### config.mk
export PLATFORM = sky130hd
export DESIGN_NAME = mcast_addr_filter
export DESIGN_NICKNAME = d
export VERILOG_FILES = /design/src/rtl/mcf_pkg.sv /design/src/rtl/mcf_addr_track.sv /design/src/rtl/mcf_hash_table.sv /design/src/rtl/mcf_decide.sv /design/src/rtl/mcast_addr_filter.sv
export SDC_FILE = /design/constraint.sdc
export NUM_CORES = 1
export LEC_CHECK = 0
export BUFFER_PORTS_ARGS = -buffer_cell sky130_fd_sc_hd__buf_2
export CAP_MARGIN = 0
export CORE_AREA = 2 2 121 123
export DETAILED_ROUTE_END_ITERATION = 7
export DIE_AREA = 0 0 123 125
export GPL_TIMING_DRIVEN = 0
export PLACE_DENSITY_LB_ADDON = 0.3
export REMOVE_ABC_BUFFERS = 1
export SKIP_LAST_GASP = 1
export SLEW_MARGIN = 15
export SYNTH_ARGS = -nofsm -noshare
export SYNTH_HDL_FRONTEND = slang
export SYNTH_SLANG_ARGS = --single-unit
### constraint.sdc
create_clock -name clk -period 8.3 [get_ports clk]
set_clock_uncertainty 0.15 [all_clocks]
set_input_delay 0.415 -clock clk [delete_from_list [all_inputs] [get_ports clk]]
set_output_delay 0.415 -clock clk [all_outputs]
set_load 0.005 [all_outputs]
### src/rtl/mcf_pkg.sv
package mcf_pkg;

  localparam int unsigned CRC_W    = 32;
  localparam logic [CRC_W-1:0] CRC_POLY = 32'h04C1_1DB7;
  localparam logic [CRC_W-1:0] CRC_SEED = 32'hFFFF_FFFF;

  // Address class flags carried from the tracker to the decision stage.
  typedef struct packed {
    logic is_mc;
    logic is_bc;
    logic is_stn;
  } addr_kind_t;

  // Eight serial CRC steps, least significant input bit first.
  function automatic logic [CRC_W-1:0] crc_step_byte(input logic [CRC_W-1:0] c,
                                                     input logic [7:0] b);
    logic [CRC_W-1:0] r;
    logic fb;
    r = c;
    for (int i = 0; i < 8; i++) begin
      fb = r[CRC_W-1] ^ b[i];
      r  = {r[CRC_W-2:0], 1'b0};
      if (fb) r = r ^ CRC_POLY;
    end
    return r;
  endfunction

endpackage

### src/rtl/mcf_addr_track.sv
module mcf_addr_track
  import mcf_pkg::*;
#(
  parameter int unsigned ADDR_BYTES = 6,
  parameter int unsigned HASH_W     = 6
) (
  input  logic                    clk,
  input  logic                    rst_n,
  input  logic                    take,
  input  logic                    sof,
  input  logic [7:0]              data,
  input  logic [8*ADDR_BYTES-1:0] stn,
  output logic                    last_o,
  output logic [HASH_W-1:0]       hash_o,
  output addr_kind_t              kind_o
);

  localparam int unsigned CNT_W = $clog2(ADDR_BYTES + 1);
  localparam int unsigned SEL_W = CNT_W + 3;
  localparam logic [CNT_W-1:0] LAST_IDX = CNT_W'(ADDR_BYTES - 1);
  localparam logic [CNT_W-1:0] FULL_CNT = CNT_W'(ADDR_BYTES);

  logic [CRC_W-1:0] crc_q, crc_in, crc_nx;
  logic [CNT_W-1:0] cnt_q, idx;
  logic [SEL_W-1:0] sel;
  logic             in_addr, use_byte;
  logic             bc_q, bc_nx, st_q, st_nx, mc_q, mc_nx;

  always_comb begin
    in_addr  = (cnt_q != '0) && (cnt_q < FULL_CNT);
    use_byte = take && (sof || in_addr);
    idx      = sof ? '0 : cnt_q;
    sel      = {idx, 3'b000};
    crc_in   = sof ? CRC_SEED : crc_q;
    crc_nx   = crc_step_byte(crc_in, data);
    bc_nx    = (sof ? 1'b1 : bc_q) && (data == 8'hFF);
    st_nx    = (sof ? 1'b1 : st_q) && (data == stn[sel +: 8]);
    mc_nx    = sof ? data[0] : mc_q;
  end

  always_ff @(posedge clk) begin
    if (!rst_n) begin
      crc_q <= CRC_SEED;
      cnt_q <= '0;
      bc_q  <= 1'b0;
      st_q  <= 1'b0;
      mc_q  <= 1'b0;
    end else if (use_byte) begin
      crc_q <= crc_nx;
      cnt_q <= idx + CNT_W'(1);
      bc_q  <= bc_nx;
      st_q  <= st_nx;
      mc_q  <= mc_nx;
    end
  end

  assign last_o        = use_byte && (idx == LAST_IDX);
  assign hash_o        = crc_nx[CRC_W-1 -: HASH_W];
  assign kind_o.is_mc  = mc_nx;
  assign kind_o.is_bc  = bc_nx;
  assign kind_o.is_stn = st_nx;

  // a start-of-frame byte always becomes byte 0
  a_r6_sof_restart: assert property (@(posedge clk) disable iff (!rst_n)
    (take && sof) |=> (cnt_q == CNT_W'(1)));

  // count never runs past the address length
  a_r5_count_bound: assert property (@(posedge clk) disable iff (!rst_n)
    cnt_q <= FULL_CNT);

  // idle cycles leave the running state alone
  a_r12_idle_hold: assert property (@(posedge clk) disable iff (!rst_n)
    !take |=> ($stable(cnt_q) && $stable(crc_q)));

endmodule

### src/rtl/mcf_hash_table.sv
module mcf_hash_table #(
  parameter int unsigned WORD_W = 16,
  parameter int unsigned WORDS  = 4
) (
  input  logic                     clk,
  input  logic                     rst_n,
  input  logic                     we,
  input  logic [$clog2(WORDS)-1:0] waddr,
  input  logic [WORD_W-1:0]        wdata,
  output logic [WORD_W*WORDS-1:0]  tbl
);

  localparam int unsigned AW = $clog2(WORDS);

  for (genvar w = 0; w < WORDS; w++) begin : g_word
    logic [WORD_W-1:0] word_q;

    always_ff @(posedge clk) begin
      if (!rst_n)                        word_q <= '0;
      else if (we && waddr == AW'(w))    word_q <= wdata;
    end

    assign tbl[w*WORD_W +: WORD_W] = word_q;

    // a write to this word lands on the next edge
    a_r4_write_lands: assert property (@(posedge clk) disable iff (!rst_n)
      (we && waddr == AW'(w)) |=> (tbl[w*WORD_W +: WORD_W] == $past(wdata)));
  end

  // without a write the table keeps its contents
  a_r4_hold: assert property (@(posedge clk) disable iff (!rst_n)
    !we |=> $stable(tbl));

endmodule

### src/rtl/mcf_decide.sv
module mcf_decide
  import mcf_pkg::*;
#(
  parameter int unsigned HASH_W = 6
) (
  input  logic                 clk,
  input  logic                 rst_n,
  input  logic                 last,
  input  logic [HASH_W-1:0]    hash,
  input  addr_kind_t           kind,
  input  logic [2**HASH_W-1:0] tbl,
  input  logic                 promisc,
  input  logic                 allmc,
  output logic                 dec_valid,
  output logic                 dec_accept
);

  logic hit, accept;

  always_comb begin
    hit    = tbl[hash];
    accept = promisc || kind.is_bc || kind.is_stn || (kind.is_mc && (allmc || hit));
  end

  always_ff @(posedge clk) begin
    if (!rst_n) begin
      dec_valid  <= 1'b0;
      dec_accept <= 1'b0;
    end else begin
      dec_valid  <= last;
      dec_accept <= last && accept;
    end
  end

  // promiscuous mode accepts
  a_r7_promisc: assert property (@(posedge clk) disable iff (!rst_n)
    (last && promisc) |=> (dec_valid && dec_accept));

  // broadcast accepts
  a_r8_bcast: assert property (@(posedge clk) disable iff (!rst_n)
    (last && kind.is_bc) |=> dec_accept);

  // foreign unicast rejected
  a_r11_unicast_reject: assert property (@(posedge clk) disable iff (!rst_n)
    (last && !kind.is_mc && !kind.is_stn && !promisc) |=> !dec_accept);

  // accept only with the strobe
  a_r5_accept_qualified: assert property (@(posedge clk) disable iff (!rst_n)
    !dec_valid |-> !dec_accept);

endmodule

### src/rtl/mcast_addr_filter.sv
module mcast_addr_filter
  import mcf_pkg::*;
#(
  parameter int unsigned ADDR_BYTES = 6,
  parameter int unsigned WORD_W     = 16,
  parameter int unsigned TBL_WORDS  = 4
) (
  input  logic                         clk,
  input  logic                         rst_n,
  input  logic                         rx_valid,
  output logic                         rx_ready,
  input  logic                         rx_sof,
  input  logic [7:0]                   rx_data,
  input  logic                         ht_we,
  input  logic [$clog2(TBL_WORDS)-1:0] ht_addr,
  input  logic [WORD_W-1:0]            ht_wdata,
  input  logic [8*ADDR_BYTES-1:0]      sta_addr,
  input  logic                         mode_promisc,
  input  logic                         mode_allmc,
  output logic                         dec_valid,
  output logic                         dec_accept
);

  localparam int unsigned TBL_BITS = WORD_W * TBL_WORDS;
  localparam int unsigned HASH_W   = $clog2(TBL_BITS);

  logic                 take, last;
  logic [HASH_W-1:0]    hash;
  addr_kind_t           kind;
  logic [TBL_BITS-1:0]  tbl;

  assign rx_ready = rst_n;
  assign take     = rx_valid && rx_ready;

  mcf_addr_track #(.ADDR_BYTES(ADDR_BYTES), .HASH_W(HASH_W)) u_track (
    .clk(clk), .rst_n(rst_n), .take(take), .sof(rx_sof), .data(rx_data),
    .stn(sta_addr), .last_o(last), .hash_o(hash), .kind_o(kind)
  );

  mcf_hash_table #(.WORD_W(WORD_W), .WORDS(TBL_WORDS)) u_table (
    .clk(clk), .rst_n(rst_n), .we(ht_we), .waddr(ht_addr), .wdata(ht_wdata),
    .tbl(tbl)
  );

  mcf_decide #(.HASH_W(HASH_W)) u_decide (
    .clk(clk), .rst_n(rst_n), .last(last), .hash(hash), .kind(kind), .tbl(tbl),
    .promisc(mode_promisc), .allmc(mode_allmc),
    .dec_valid(dec_valid), .dec_accept(dec_accept)
  );

  // ready follows reset
  a_r2_ready: assert property (@(posedge clk) rx_ready == rst_n);

  if (ADDR_BYTES > 1) begin : g_pulse
    // decision strobe lasts one cycle
    a_r5_single_pulse: assert property (@(posedge clk) disable iff (!rst_n)
      dec_valid |=> !dec_valid);
  end

endmodule

== After elaboration in Yosys (flattened, before gate mapping) ==
Cells that the tools add are included.
Word-level totals
  flip-flop bits (word level): 104
  bits of input ports: 81
Operators by class
  $add $sub $neg: 1
  $lt $le $gt $ge: 2
  equality and inequality tests: 6
  shift operators: 1
  muxes and demuxes: 15
  bitwise gates (word level): 16
  reduce and logical (&&, ||, !) cells: 19
Operator list (count)
  $mux 27: 8
  $not 14->14: 8
  $shiftx 48x7->8: 1
  $mux 32: 1
  $logic_and 1x1->1: 12
  $eq 8x8->1: 1
  $eq 8x8->1 const B: 1
  $xor 1x1->1: 8
  $lt 6x7->1 const B: 1
  $bmux 1 s6: 1
  $logic_or 1x1->1: 5
  $eq 2x2->1 const B: 2
  $mux 1: 4
  $add 3x1->3 const B: 1
  $eq 3x3->1 const B: 1
  $lt 3x3->1 const B: 1
  $mux 3: 1
  $reduce_bool 3->1: 1
  $eq 2x1->1 const B: 1
  $logic_not 2->1: 1

== Logic depth before layout (Yosys ltp) ==
  word-level depth: 23
  gate-level depth with buffers: 12
  gate-level depth less buffers: 10

== Cells and area by module ==
A second synthesis with hierarchy kept.
Unflattened totals
  cell total of the unflattened synthesis: 689
  area, all modules: 6353.6 um^2
Modules (own cells, without submodules)
  mcf_addr_track: times used 1, cells an instance 393, area each 3259.4 um^2, sequential area each 760.7 um^2
  mcf_hash_table: times used 1, cells an instance 228, area each 2368.5 um^2, sequential area each 1281.2 um^2
  mcf_decide: times used 1, cells an instance 66, area each 711.9 um^2, sequential area each 40.0 um^2
  mcast_addr_filter: times used 1, cells an instance 2, area each 13.8 um^2, sequential area each 0.0 um^2

== Worst setup path before layout ==
Ideal clock, no wire load.
  path kind: input to register
  start point: input port rx_data[0]
  end point: register u_decide.dec_accept
  library setup time: 128 ps
  arrival time: 2625 ps
  data required time: 8022 ps
  setup slack: 5397 ps
  stages: 9
  path buffers: 1
  cell sequence: buf_4 xnor2_1 xnor2_4 xnor3_1 mux4_2 mux2_2 a31oi_1 o31a_1 o31ai_1
On the way
  word-level cells in the longest chain between the ends: 14
  elaborated cells between the ends (all ways): 24
  classes of those cells: eq/ne: 2; mux: 9; bitwise: 5; reduce/logical: 8
RTL lines
  from (decl): line mcast_addr_filter.sv:13  | input logic [7:0] rx_data,
  $xor 1x1->1: line mcf_pkg.sv:21  | fb = r[CRC_W-1] ^ b[i];
  $mux 27: line mcf_pkg.sv:23  | if (fb) r = r ^ CRC_POLY;
  $not 14->14 (no line)
  $mux 27 (3 in series): line mcf_pkg.sv:23
  $not 14->14 (no line)
  $mux 27: line mcf_pkg.sv:23
  $bmux 1 s6: line mcf_decide.sv:21  | hit = tbl[hash];
  $mux 1 (implied by the code): line mcf_decide.sv:21
  $logic_or 1x1->1: line mcf_decide.sv:22  | accept = promisc || kind.is_bc || kind.is_stn || (kind.is_mc && (allmc || hit));
  $logic_and 1x1->1: line mcf_decide.sv:22
  $logic_or 1x1->1 *: line mcf_decide.sv:22
  $logic_and 1x1->1 *: line mcf_decide.sv:31  | dec_accept <= last && accept;
  to (signal assigned): line mcf_decide.sv:31
  to (decl): line mcf_decide.sv:15  | output logic dec_accept
Every way passes the cells marked *; elsewhere a longest branch is shown, timed or not. The select of a mux whose other input is x is not followed.
A chain may end at the register's enable or synchronous reset.

== Final worst setup path ==
  start point: input port rx_sof
  end point: register u_decide.dec_accept
On the way
  word-level cells in the longest chain between the ends: 18
  elaborated cells between the ends (all ways): 45
  classes of those cells: eq/ne: 2; shift: 1; mux: 15; bitwise: 16; reduce/logical: 11
RTL lines
  from (decl): line mcast_addr_filter.sv:12  | input logic rx_sof,
  $mux 32: line mcf_addr_track.sv:34  | crc_in = sof ? CRC_SEED : crc_q;
  $mux 27 (3 in series): line mcf_pkg.sv:23
  $not 14->14 (no line)
  $mux 27: line mcf_pkg.sv:23
  $not 14->14 (no line)
  $mux 27 (3 in series): line mcf_pkg.sv:23
  $not 14->14 (no line)
  $mux 27: line mcf_pkg.sv:23
  $bmux 1 s6: line mcf_decide.sv:21
  $mux 1 (implied by the code): line mcf_decide.sv:21
  $logic_or 1x1->1: line mcf_decide.sv:22
  $logic_and 1x1->1: line mcf_decide.sv:22
  $logic_or 1x1->1: line mcf_decide.sv:22
  $logic_and 1x1->1 *: line mcf_decide.sv:31
Marks and branches as above.

==> impl_metrics.yaml <==
status:
  status: "finished clean"
yosys:
  seq_area_frac_synth_pct: 34.3
  synth_area_um2: 6060
  synthCells: 715
  synthSimpleGateAreaFrac_pct: 20.2
  async_flop_share_pct: 0
  synth_top_area_share_pct: 34.3
  synth.most_common_cell: "nand2_1"
  synth_top_cells_by_count: "nand2_1, dfxtp_1, xnor2_1"
  yosys.area_share.adder_pct: 0.413
  synth-edff-count: 0
  synthDistinctLibCells: 51
  muxShareOfSynthArea_pct: 9.68
  synthTopCellsByArea: "dfxtp_1, xnor2_1, nand2_1"
  yosysWarnings: 0
  synthFlopType: "dfxtp_1"
  yosysTopAreaCell: "dfxtp_1"
  synth_top_family_by_area: "simple AND/OR/NAND/NOR gates"
  synthXorXnorAreaFrac_pct: 14.7
  synth_compound_area_share_pct: 16.0
  synth.avg_cell_area_um2: 8.48
  ys_seq_elements: 104
final_layout:
  ff_latch_area_um2: 2080
  antenna_cells: 0
  fillers: 1399
  fin_area_um2: 6870
  syn_to_final_growth_pct: 13.3
  fin_util_pct: 48.4
  multiInputGateArea_um2: 3720
  drive_gt1_share_pct: 17.2
  fin_nets: 838
sta:
  fmax_ghz: 0.266
  slew_viol_final: 0
  fin_crit_sh_pct: 45.4
  finalSetupTns_ns: 0
  finalCriticalPeriod_ns: 3.77
  whs_ns: 0.204
  worst_pin_slew_ns: 1.14
  hold_viol_final: 0
  rsz0062_at_grt: "false"
  setup-violations-final: 0
  slew_headroom_pct: 23.8
die:
  die_y_um: 125
  num_io_pins: 84
  initial_utilization_pct: 42.7
  num_rows: 44
  die_w_um: 123
  coreArea_um2: 14200
  dieArea_um2: 15400
global_routing:
  grt_pass1_wl_um: 23400
  globalRouteOverflowTotal: 0
  grt_pass1_vias: 4847
  grtUsageTotal_pct: 19.1
  antenna_found_initial: 0
  grt_max_degree: 105
place:
  gp_congestion: 0.776
  portBuffers: 83
  place_area_um2: 6560
  dp_hpwl_um: 10300
route:
  firstDrtPassIters: 4
  ant_nets: 0
  wire_per_inst_um: 15.4
  viasPerCell: 5.29
  num_vias: 4992
  routed_wl_um: 14600
  drc: 0
  drtIter0Drc: 223
setup_path:
  path_cells: "buf_2 -> nor2_1 -> xnor2_4 -> xnor3_1 -> mux4_2 -> mux2_2 -> a31oi_1 -> o31a_1 -> o31ai_1"
  worstPathRequired_ns: 8.36
  crit_path_max_incr_delay_ns: 0.73
  worstPathMaxFanout: 54
  worstSetupPathType: "in -> reg"
  critPathSlowestCell: "xnor3_1"
  crit_path_end_kind: "flip-flop"
  worstPathArrival_ns: 3.83
  cp_top_family: "XOR/XNOR gates"
  critPathBufInv: 1
  start_kind: "primary input"
clock_tree:
  ctsResizeCount: 0
  cts_tree: "done"
  cts_hold_buf: 0
  clock-root-buffer: "clkbuf_16"
  clock_path_buffers: 2
  insertion_delay_ns: 0.35
  clkTransAtPathRegs_ns: 0.07
  htreeDepth: 3
  cts.sinks: 104
  numCtsBuffers: 9
  cts_setup_buffers: 0
power:
  p_per_area_nw_per_um2: 228
  power_frac_comb_pct: 35.0
  power.leakage_nw: 2.58
  netSwitchingPower_mw: 0.515
  switching_share_pct: 32.9
  p_seq_share_pct: 37.0
  fin_total_pwr_mw: 1.56
  p_int_mw: 1.05
  ir_drop_mv: 0.139
  clockPowerShare_pct: 28.0
flow_run:
  max_cap_violations: 0
min_path:
  min_path_type: "in -> reg"
-- worst paths after layout --
path	from	to	slack, ns	depth (start not counted)
worst max-delay path	rx_sof	u_decide.dec_accept$_SDFF_PN0_	4.53	9
worst min-delay path	ht_wdata[5]	u_table.g_word[0].word_q[5]$_SDFFE_PN0P_	0.20	3
worst min register to register	u_track.crc_q[0]$_SDFFE_PN1P_	u_track.crc_q[0]$_SDFFE_PN1P_	0.31	2
worst max register to register	u_track.cnt_q[0]$_SDFFE_PN0P_	u_decide.dec_accept$_SDFF_PN0_	4.66	10
-- tightest hold or removal path: cells and delay by family --
kind	cells	cell delay (ns)
simple gates	1	0.05
buf+inv	1	0.13
compound gates	1	0.06
-- per-stage QoR --
stage / cells / setup slack [ns]
global placement: 923 / 2.40
finish: 944 / 4.53
global route: 944 / 4.28
detailed placement: 928 / 4.15
CTS: 944 / 4.52
floorplan: 656 / 4.15
-- layout make-up --
type                       count  area share, %
multi-input combinational    542           54.2
sequential                   104           30.3
timing repair buffer          88           7.14
clock buffer                  11           3.53
tap                          184           3.35
clock inverter                 5          0.911
inverter                      10          0.547
-- cells in the final DEF, fill, tap and decap left out, drive strengths merged, types with 2 or more instances in the layout --
cell type / count
dfxtp: 104
nor3: 3
or3b: 2
a21oi: 30
mux2: 5
clkbuf: 11
and3b: 8
xnor2: 76
a21boi: 66
nand2: 139
o22ai: 2
nor2: 50
or2: 2
nand2b: 6
mux2i: 26
nor2b: 8
o211a: 2
a211oi: 12
o31ai: 4
xor2: 20
o32a: 4
nand4: 4
ha: 2
mux4: 12
inv: 12
nand4b: 2
o32ai: 2
nand3: 6
buf: 88
and3: 2
o21ai: 2
nor3b: 27
a31oi: 8
-- state kept, by name, summed over array words and instances, names as in the netlist --
signal and flops:
u_table.g_word.word_q 64, u_track.crc_q 32, u_track.cnt_q 3, u_decide.dec_accept 1
u_decide.dec_valid 1, u_track.bc_q 1, u_track.mc_q 1, u_track.st_q 1
-- metal layers --
metal  up-vias  track usage [%]  share of wire (%)
met1      2382             23.9                 45
met4         0             4.88                1.2
li1       2501                -                  -
met3        11             3.38                4.2
met2        98             33.5                 50
met5         -                0                  0
-- cell families after synthesis --
logic type,after synthesis
and+or+nand+nor,262
buffers and inverters,69
muxes,43
xor gates and xnor gates,97
DFF,104
AOI/OAI and AO/OA,138
adders and majority gates,2
-- power groups by stage --
stage / Combinational, mW / Clock (mW) / Sequential [mW]
finish: 0.547 / 0.438 / 0.579
global route: 0.600 / 0.466 / 0.584
CTS: 0.554 / 0.446 / 0.579
detailed placement: 0.550 / 0 / 0.590
global placement: 0.522 / 0 / 0.587
floorplan: 0.403 / 0 / 0.581
(Power assumes the default switching activity.)
